### config.mk
export PLATFORM = sky130hd
export DESIGN_NAME = addr_table_engine
export DESIGN_NICKNAME = d
export VERILOG_FILES = /design/src/rtl/aet_pkg.sv /design/src/rtl/aet_table_ram.sv /design/src/rtl/aet_host_regs.sv /design/src/rtl/aet_scan.sv /design/src/rtl/addr_table_engine.sv
export SDC_FILE = /design/constraint.sdc
export NUM_CORES = 2
export LEC_CHECK = 0
export BUFFER_PORTS_ARGS = -buffer_cell sky130_fd_sc_hd__buf_2
export CAP_MARGIN = 20
export CORE_ASPECT_RATIO = 1.4
export CORE_MARGIN = 5
export CORE_UTILIZATION = 35
export DETAILED_ROUTE_END_ITERATION = 6
export PLACE_DENSITY = 0.52
export SYNTH_ARGS = -nofsm -noshare
export SYNTH_HDL_FRONTEND = slang
export SYNTH_SLANG_ARGS = --single-unit
### constraint.sdc
create_clock -name clk -period 6.9 [get_ports clk]
set_input_delay 0.69 -clock clk [delete_from_list [all_inputs] [get_ports clk]]
set_output_delay 0.69 -clock clk [all_outputs]
set_load 0.01 [all_outputs]
### src/rtl/aet_pkg.sv
package aet_pkg;
  localparam int ENTRY_W = 68;
  localparam int MAC_W   = 48;

  typedef enum logic [1:0] {
    ET_FREE      = 2'd0,
    ET_ADDR      = 2'd1,
    ET_VLAN      = 2'd2,
    ET_VLAN_ADDR = 2'd3
  } etype_e;

  localparam logic [3:0] RA_GLOBAL = 4'h0;
  localparam logic [3:0] RA_TBLCTL = 4'h1;
  localparam logic [3:0] RA_WORD_L = 4'h2;
  localparam logic [3:0] RA_WORD_M = 4'h3;
  localparam logic [3:0] RA_WORD_H = 4'h4;
  localparam logic [3:0] RA_PORT0  = 4'h8;

  localparam int GB_ENABLE = 31;
  localparam int GB_CLEAR  = 30;
  localparam int GB_VLAN   = 2;
  localparam int TC_COMMIT = 31;

  function automatic etype_e ent_type(input logic [ENTRY_W-1:0] e);
    return etype_e'(e[61:60]);
  endfunction

  function automatic logic [MAC_W-1:0] ent_mac(input logic [ENTRY_W-1:0] e);
    return e[47:0];
  endfunction

  function automatic logic ent_group(input logic [ENTRY_W-1:0] e);
    return e[40];
  endfunction

  function automatic logic [1:0] ent_fwd(input logic [ENTRY_W-1:0] e);
    return e[67:66];
  endfunction

  function automatic logic [1:0] ent_kind(input logic [ENTRY_W-1:0] e);
    return e[63:62];
  endfunction

  function automatic logic ent_is_addr(input logic [ENTRY_W-1:0] e);
    return (ent_type(e) == ET_ADDR) || (ent_type(e) == ET_VLAN_ADDR);
  endfunction
endpackage

### src/rtl/aet_table_ram.sv
module aet_table_ram #(
  parameter int DEPTH = 16,
  parameter int WIDTH = 68,
  localparam int IDX_W = $clog2(DEPTH)
) (
  input  logic             clk,
  input  logic             we,
  input  logic [IDX_W-1:0] waddr,
  input  logic [WIDTH-1:0] wdata,
  input  logic [IDX_W-1:0] raddr,
  output logic [WIDTH-1:0] rdata
);
  logic [WIDTH-1:0] mem [DEPTH];

  always_ff @(posedge clk) begin
    if (we) mem[waddr] <= wdata;
    rdata <= mem[raddr];
  end
endmodule

### src/rtl/aet_host_regs.sv
module aet_host_regs
  import aet_pkg::*;
#(
  parameter int DEPTH  = 16,
  parameter int NPORTS = 3,
  localparam int IDX_W = $clog2(DEPTH)
) (
  input  logic                  clk,
  input  logic                  rst,
  input  logic                  cfg_we,
  input  logic [3:0]            cfg_addr,
  input  logic [31:0]           cfg_wdata,
  output logic [31:0]           cfg_rdata,
  output logic                  en,
  output logic                  vlan,
  output logic                  clr_busy,
  output logic [2*NPORTS-1:0]   port_state,
  output logic                  tw_en,
  output logic [IDX_W-1:0]      tw_idx,
  output logic [ENTRY_W-1:0]    tw_data,
  output logic                  rd_pend,
  output logic [IDX_W-1:0]      rd_idx,
  input  logic                  rd_serve,
  input  logic [ENTRY_W-1:0]    rd_q
);
  logic [3:0]       w_hi;
  logic [31:0]      w_mid;
  logic [31:0]      w_lo;
  logic             rd_issue;
  logic [IDX_W-1:0] clr_idx;
  logic [IDX_W-1:0] tbl_idx;
  logic [1:0]       pst [NPORTS];
  logic [31:0]      rd_mux;
  logic             wr_glob;
  logic             wr_tbl;
  logic             wr_commit;

  assign wr_glob   = cfg_we && (cfg_addr == RA_GLOBAL);
  assign wr_tbl    = cfg_we && (cfg_addr == RA_TBLCTL);
  assign wr_commit = wr_tbl && cfg_wdata[TC_COMMIT];

  // clear sweep owns the write port while it runs
  assign tw_en   = clr_busy || wr_commit;
  assign tw_idx  = clr_busy ? clr_idx : cfg_wdata[IDX_W-1:0];
  assign tw_data = clr_busy ? '0 : {w_hi, w_mid, w_lo};
  assign rd_idx  = tbl_idx;

  always_ff @(posedge clk) begin
    if (rst) begin
      en       <= 1'b0;
      vlan     <= 1'b0;
      clr_busy <= 1'b1;
      clr_idx  <= '0;
    end else begin
      if (clr_busy) begin
        clr_idx <= clr_idx + 1'b1;
        if (clr_idx == IDX_W'(DEPTH-1)) clr_busy <= 1'b0;
      end
      if (wr_glob) begin
        en   <= cfg_wdata[GB_ENABLE];
        vlan <= cfg_wdata[GB_VLAN];
        if (cfg_wdata[GB_CLEAR]) begin
          clr_busy <= 1'b1;
          clr_idx  <= '0;
        end
      end
    end
  end

  always_ff @(posedge clk) begin
    if (rst) begin
      tbl_idx  <= '0;
      rd_pend  <= 1'b0;
      rd_issue <= 1'b0;
    end else begin
      rd_issue <= rd_serve;
      if (rd_serve) rd_pend <= 1'b0;
      if (wr_tbl) begin
        tbl_idx <= cfg_wdata[IDX_W-1:0];
        if (!cfg_wdata[TC_COMMIT]) rd_pend <= 1'b1;
      end
    end
  end

  always_ff @(posedge clk) begin
    if (rst) begin
      w_hi  <= '0;
      w_mid <= '0;
      w_lo  <= '0;
    end else begin
      if (rd_issue) {w_hi, w_mid, w_lo} <= rd_q;
      if (cfg_we && cfg_addr == RA_WORD_H) w_hi  <= cfg_wdata[3:0];
      if (cfg_we && cfg_addr == RA_WORD_M) w_mid <= cfg_wdata;
      if (cfg_we && cfg_addr == RA_WORD_L) w_lo  <= cfg_wdata;
    end
  end

  for (genvar p = 0; p < NPORTS; p++) begin : g_port
    always_ff @(posedge clk) begin
      if (rst) pst[p] <= 2'd0;
      else if (cfg_we && cfg_addr == 4'(RA_PORT0 + p)) pst[p] <= cfg_wdata[1:0];
    end
    assign port_state[2*p +: 2] = pst[p];
  end

  always_comb begin
    rd_mux = '0;
    case (cfg_addr)
      RA_GLOBAL: begin
        rd_mux[GB_ENABLE] = en;
        rd_mux[GB_CLEAR]  = clr_busy;
        rd_mux[GB_VLAN]   = vlan;
      end
      RA_TBLCTL: rd_mux[IDX_W-1:0] = tbl_idx;
      RA_WORD_H: rd_mux[3:0] = w_hi;
      RA_WORD_M: rd_mux = w_mid;
      RA_WORD_L: rd_mux = w_lo;
      default:   rd_mux = '0;
    endcase
    for (int p = 0; p < NPORTS; p++) begin
      if (cfg_addr == 4'(RA_PORT0 + p)) rd_mux = {30'd0, pst[p]};
    end
  end

  always_ff @(posedge clk) begin
    if (rst) cfg_rdata <= '0;
    else     cfg_rdata <= rd_mux;
  end
endmodule

### src/rtl/aet_scan.sv
module aet_scan
  import aet_pkg::*;
#(
  parameter int DEPTH = 16,
  localparam int IDX_W = $clog2(DEPTH)
) (
  input  logic               clk,
  input  logic               rst,
  input  logic               start,
  input  logic               allow,
  input  logic               free_mode,
  input  logic [MAC_W-1:0]   key,
  input  logic [ENTRY_W-1:0] rdata,
  output logic [IDX_W-1:0]   raddr,
  output logic               busy,
  output logic               done,
  output logic               hit,
  output logic [IDX_W-1:0]   index,
  output logic               mcast,
  output logic [1:0]         fwd,
  output logic [1:0]         kind
);
  logic [IDX_W-1:0] iss_idx;
  logic             iss_end;
  logic             q_vld;
  logic [IDX_W-1:0] q_idx;
  logic             mode_q;
  logic [MAC_W-1:0] key_q;
  logic             match;
  logic             last;
  logic             finish;

  assign raddr = iss_idx;

  always_comb begin
    if (mode_q) match = (ent_type(rdata) == ET_FREE);
    else        match = ent_is_addr(rdata) && (ent_mac(rdata) == key_q);
    last   = (q_idx == IDX_W'(DEPTH-1));
    finish = busy && q_vld && (match || last);
  end

  always_ff @(posedge clk) begin
    if (rst) begin
      busy    <= 1'b0;
      done    <= 1'b0;
      hit     <= 1'b0;
      index   <= '0;
      mcast   <= 1'b0;
      fwd     <= '0;
      kind    <= '0;
      iss_idx <= '0;
      iss_end <= 1'b0;
      q_vld   <= 1'b0;
      q_idx   <= '0;
      mode_q  <= 1'b0;
      key_q   <= '0;
    end else begin
      done <= 1'b0;
      if (finish) begin
        busy  <= 1'b0;
        done  <= 1'b1;
        q_vld <= 1'b0;
        hit   <= match;
        index <= match ? q_idx : '0;
        mcast <= match && !mode_q && ent_group(rdata);
        fwd   <= (match && !mode_q) ? ent_fwd(rdata)  : 2'd0;
        kind  <= (match && !mode_q) ? ent_kind(rdata) : 2'd0;
      end else if (busy) begin
        if (!iss_end) begin
          q_vld <= 1'b1;
          q_idx <= iss_idx;
          if (iss_idx == IDX_W'(DEPTH-1)) iss_end <= 1'b1;
          else                            iss_idx <= iss_idx + 1'b1;
        end else begin
          q_vld <= 1'b0;
        end
      end else if (start && allow) begin
        busy    <= 1'b1;
        iss_idx <= '0;
        iss_end <= 1'b0;
        q_vld   <= 1'b0;
        key_q   <= key;
        mode_q  <= free_mode;
      end
    end
  end
endmodule

### src/rtl/addr_table_engine.sv
module addr_table_engine
  import aet_pkg::*;
#(
  parameter int DEPTH  = 16,
  parameter int NPORTS = 3,
  localparam int IDX_W = $clog2(DEPTH)
) (
  input  logic                clk,
  input  logic                rst,
  input  logic                cfg_we,
  input  logic [3:0]          cfg_addr,
  input  logic [31:0]         cfg_wdata,
  output logic [31:0]         cfg_rdata,
  input  logic                lk_start,
  input  logic                lk_free_mode,
  input  logic [47:0]         lk_key,
  output logic                lk_busy,
  output logic                lk_done,
  output logic                lk_hit,
  output logic [IDX_W-1:0]    lk_index,
  output logic                lk_mcast,
  output logic [1:0]          lk_fwd,
  output logic [1:0]          lk_kind,
  output logic [2*NPORTS-1:0] port_state,
  output logic                vlan_aware
);
  logic               en_w;
  logic               clr_busy_w;
  logic               tw_en;
  logic [IDX_W-1:0]   tw_idx;
  logic [ENTRY_W-1:0] tw_data;
  logic               rd_pend;
  logic [IDX_W-1:0]   rd_idx;
  logic               rd_serve;
  logic [ENTRY_W-1:0] ram_q;
  logic [IDX_W-1:0]   ram_raddr;
  logic [IDX_W-1:0]   scan_raddr;
  logic               scan_busy;

  // the scanner owns the read port while busy; a readback waits for it
  assign rd_serve  = rd_pend && !scan_busy;
  assign ram_raddr = scan_busy ? scan_raddr : rd_idx;
  assign lk_busy   = scan_busy;

  aet_host_regs #(.DEPTH(DEPTH), .NPORTS(NPORTS)) u_regs (
    .clk(clk), .rst(rst),
    .cfg_we(cfg_we), .cfg_addr(cfg_addr), .cfg_wdata(cfg_wdata), .cfg_rdata(cfg_rdata),
    .en(en_w), .vlan(vlan_aware), .clr_busy(clr_busy_w), .port_state(port_state),
    .tw_en(tw_en), .tw_idx(tw_idx), .tw_data(tw_data),
    .rd_pend(rd_pend), .rd_idx(rd_idx), .rd_serve(rd_serve), .rd_q(ram_q)
  );

  aet_table_ram #(.DEPTH(DEPTH), .WIDTH(ENTRY_W)) u_ram (
    .clk(clk), .we(tw_en), .waddr(tw_idx), .wdata(tw_data),
    .raddr(ram_raddr), .rdata(ram_q)
  );

  aet_scan #(.DEPTH(DEPTH)) u_scan (
    .clk(clk), .rst(rst),
    .start(lk_start), .allow(en_w && !clr_busy_w),
    .free_mode(lk_free_mode), .key(lk_key), .rdata(ram_q),
    .raddr(scan_raddr), .busy(scan_busy), .done(lk_done),
    .hit(lk_hit), .index(lk_index), .mcast(lk_mcast), .fwd(lk_fwd), .kind(lk_kind)
  );
endmodule

==> impl_metrics.csv <==
group,metric,value,unit
grt,track_usage,17.8,%
sta,finalSetupViolCount,0,
floorplan,ioPinCount,140,
status,status,"finished, final reports clean",
setup_path,cpMaxStageDelayCell,"nor2_4",
drt,totalWireLength,140000,um
synthesis,async_flop_share,0,%
pwr,power_frac_comb,3.4,%
setup_path,required,7.28,ns
worst_hold_path,holdPathStages,3,
layout,syn_to_final_growth,14.9,%
cts,cts_resized,0,
pwr,p_int,13.2,mW
setup_path,cp-start-kind,"primary input",
setup_path,reg2reg_from,"u_ram.rdata[3]$_DFF_P_",
sta,holdWs,0.176,ns
floorplan,die_x,334,um
cts,cts_tree,"yes",
pwr,leakage,19.9,nW
sta,final.setup.tns,0,ns
place,place.gp.congestion,0.766,
cts,post_cts_buffers,0,
drt,drtPass1Iterations,5,
cts,cts_made_buffers,135,
pwr,ir_drop,0.176,mV
floorplan,coreArea,0.146,mm^2
floorplan,initial_core_util,35.1,%
synthesis,synth_fp_nets,2976,
grt,grt_pass1_vias,27918,
drt,drtIter0Drc,2191,
sta,tightest_slew,1.11,ns
synthesis,synth_edf_count,1094,
cts,root_buffer,"clkbuf_16",
grt,grt_pass1_wl,201000,um
synthesis,synth_cell_types,48,
sta,rsz0062_at_grt,"false",
setup_path,slowest_delay,0.75,ns
setup_path,reg2reg_to,"u_scan.kind[0]$_SDFFE_PP0P_",
layout,final_cell_mix,"edfxtp_1, mux4_2, nand2_1, dfxtp_1, clkbuf_16",
synthesis,synth_warnings,0,
grt,gr-usage-met2,28.0,%
pwr,seq_power_share,53.7,%
grt,grtUsageMet1,25.1,%
cts,clk_pin_slew,0.06,ns
synthesis,synth_cells,2885,
cts,h-tree-depth,4,
layout,drive_gt1_share,22.8,%
pwr,clkPwrFrac,42.9,%
synthesis,ys_seq_elements,1346,
cts,clock-sinks,1346,
setup_path,worst-r2r-setup-slack,3.52,ns
sta,max_freq,295,MHz
cts,cts_hold_buf,0,
sta,drv_slew,0,
place,place_hpwl,83000,um
sta,fin_crit_sh,49.1,%
synthesis,netlist_area,0.0513,mm^2
grt,grt_overflow_total,0,
sta,slew-limit-headroom,25.6,%
drt,drc_errors,0,
place,portBuffers,139,
setup_path,path_max_fanout,28,
worst_hold_path,holdCritStartpoint,"lk_key[15]",
pwr,p_per_area,286,mW/mm^2
setup_path,worstRegToRegCells,8,
layout,final_cells,5115,
place,place_inst,4851,
setup_path,critPathCaptureType,"flop",
sta,finalClockSkew,0.0284,ns
floorplan,rows,166,
floorplan,die_h,463,um
floorplan,die-area,0.154,mm^2
drt,routedWlPerCell,27.3,um
cts,cts_buffer_depth,3,
setup_path,crit_arrival,3.77,ns
layout,layout_commonest_cell,"edfxtp_1",
pwr,p_switching,3.64,mW
drt,vias_per_cell,5.27,
grt,grt.busiest_layer,"met2",
grt,grt_max_degree,137,
sta,finalHoldViolations,0,
synthesis,synth-main-ff-cell,"edfxtp_1",
synthesis,ys_seq_area_share,73.9,%
cts,clkLatencyLatePin,0.76,ns
setup_path,crit_chain,"buf_2 > nor2_1 > and3_1 > nand2_1 > nor3_1 > o21bai_1 > nor2_4 > buf_4",
worst_hold_path,timing.hold.worst_endpoint,"u_scan.key_q[15]$_SDFFE_PP0P_",
run,drv_cap,0,
setup_path,critPathKind,"in -> reg",
layout,fin_nets,3163,
drt,via_count,26973,
pwr,switching_share,21.6,%
sta,layout_min_cycle_time,3.39,ns
layout,fin_util,40.4,%
grt,met3_usage,4.51,%
worst_hold_path,hold_class,"in -> reg",
synthesis,avgSynthCellArea,17.8,um^2
grt,antenna_found_initial,8,
drt,ant_nets,0,
[through the flow]
stage	power, mW	area (um^2)	setup slack (ns)
6_report	16.9	58900	3.51
5_1_grt	17.4	58900	3.24
4_1_cts	17.1	58800	3.43
3_5_place_dp	9.82	54500	2.75
3_3_place_gp	9.81	54400	2.74
2_1_floorplan	9.48	51300	1.60
[final cells by class]
| type | count | area, um^2 |
|---|---|---|
| fill | 13210 | 87100 |
| sequential | 1346 | 37900 |
| multi-input combinational | 1353 | 12700 |
| clock buffer | 189 | 3770 |
| tap | 1932 | 2420 |
| timing repair buffer | 231 | 1570 |
| clock inverter | 58 | 537 |
| inverter | 5 | 18.8 |
| antenna | 1 | 2.50 |
[Yosys cell counts, types with 4 or more instances]
cell type	count	area share [%]
buf_6	13	0.29
inv_1	5	0.037
clkbuf_1	110	0.80
a21o_1	6	0.088
xnor2_1	49	0.84
a22oi_1	27	0.40
mux2i_1	77	1.5
and2_1	72	0.88
a22o_1	12	0.20
nand3_1	6	0.059
a211oi_1	137	2.0
o21ai_0	6	0.059
mux4_2	272	12
nor3b_1	4	0.059
nor2b_1	75	0.91
buf_2	31	0.30
nand2_1	266	1.9
buf_4	18	0.26
dfxtp_1	252	9.8
buf_1	9	0.066
nor4_1	5	0.061
nand2b_1	4	0.049
nor3_1	5	0.049
nor2_1	140	1.0
edfxtp_1	1094	64
a31oi_1	73	0.89
a21oi_1	69	0.67
nand4_1	14	0.17
[metal layers]
metal / vias to the layer above / wire [um]
met4: 6 / 2680
met1: 14226 / 61400
met3: 160 / 10300
met2: 854 / 65200
li1: 11727 / -
met5: - / 39
[cells by family after synthesis]
logic type | share of synthesized area, %
flops | 73.9
compound gates | 4.61
mux | 13.5
xor+xnor | 0.888
buf+inv | 1.76
fa+ha+maj | 0.0488
simple gates | 5.37
[power by group through the flow]
| stage | logic [mW] | registers, mW | clock network, mW |
|---|---|---|---|
| finish | 0.575 | 9.05 | 7.22 |
| global route | 0.619 | 9.06 | 7.73 |
| CTS | 0.592 | 9.05 | 7.41 |
| detailed placement | 0.589 | 9.23 | 0 |
| global placement | 0.589 | 9.22 | 0 |
| floorplan | 0.340 | 9.14 | 0 |
[how the worst max path moves through the flow]
stage	start	endpoint	slack, ns	cells past startpoint
2_1_floorplan	cfg_addr[1]	u_ram.mem[12][0]$_DFFE_PP_	1.60	9
3_3_place_gp	cfg_addr[2]	u_ram.mem[1][9]$_DFFE_PP_	2.74	8
3_5_place_dp	cfg_addr[2]	u_ram.mem[1][53]$_DFFE_PP_	2.75	8
4_1_cts	u_ram.rdata[34]$_DFF_P_	u_scan.kind[0]$_SDFFE_PP0P_	3.43	8
5_1_grt	u_ram.rdata[19]$_DFF_P_	u_scan.kind[1]$_SDFFE_PP0P_	3.24	8
6_report	cfg_addr[2]	u_ram.mem[1][23]$_DFFE_PP_	3.51	8
[worst max-delay path, delay by kind of cell]
family                 cells  cell delay [ns]
AND/OR/NAND/NOR            5             1.91
buffers and inverters      2             0.78
AO/OA/AOI/OAI              1             0.31
[registers in the layout, indices dropped and copies added (netlist names), 4 cells and up]
register          flops
u_regs.rd_idx         4
u_regs.w_lo          32
u_scan.index          4
u_regs.w_mid         32
u_scan.q_idx          4
u_ram.mem          1088
u_regs.cfg_rdata     32
u_scan.key_q         48
u_regs.pst            6
u_regs.w_hi           4
u_ram.rdata          68
u_scan.raddr          4
u_regs.clr_idx        4
Note: power is estimated with default switching activity, not from simulation.
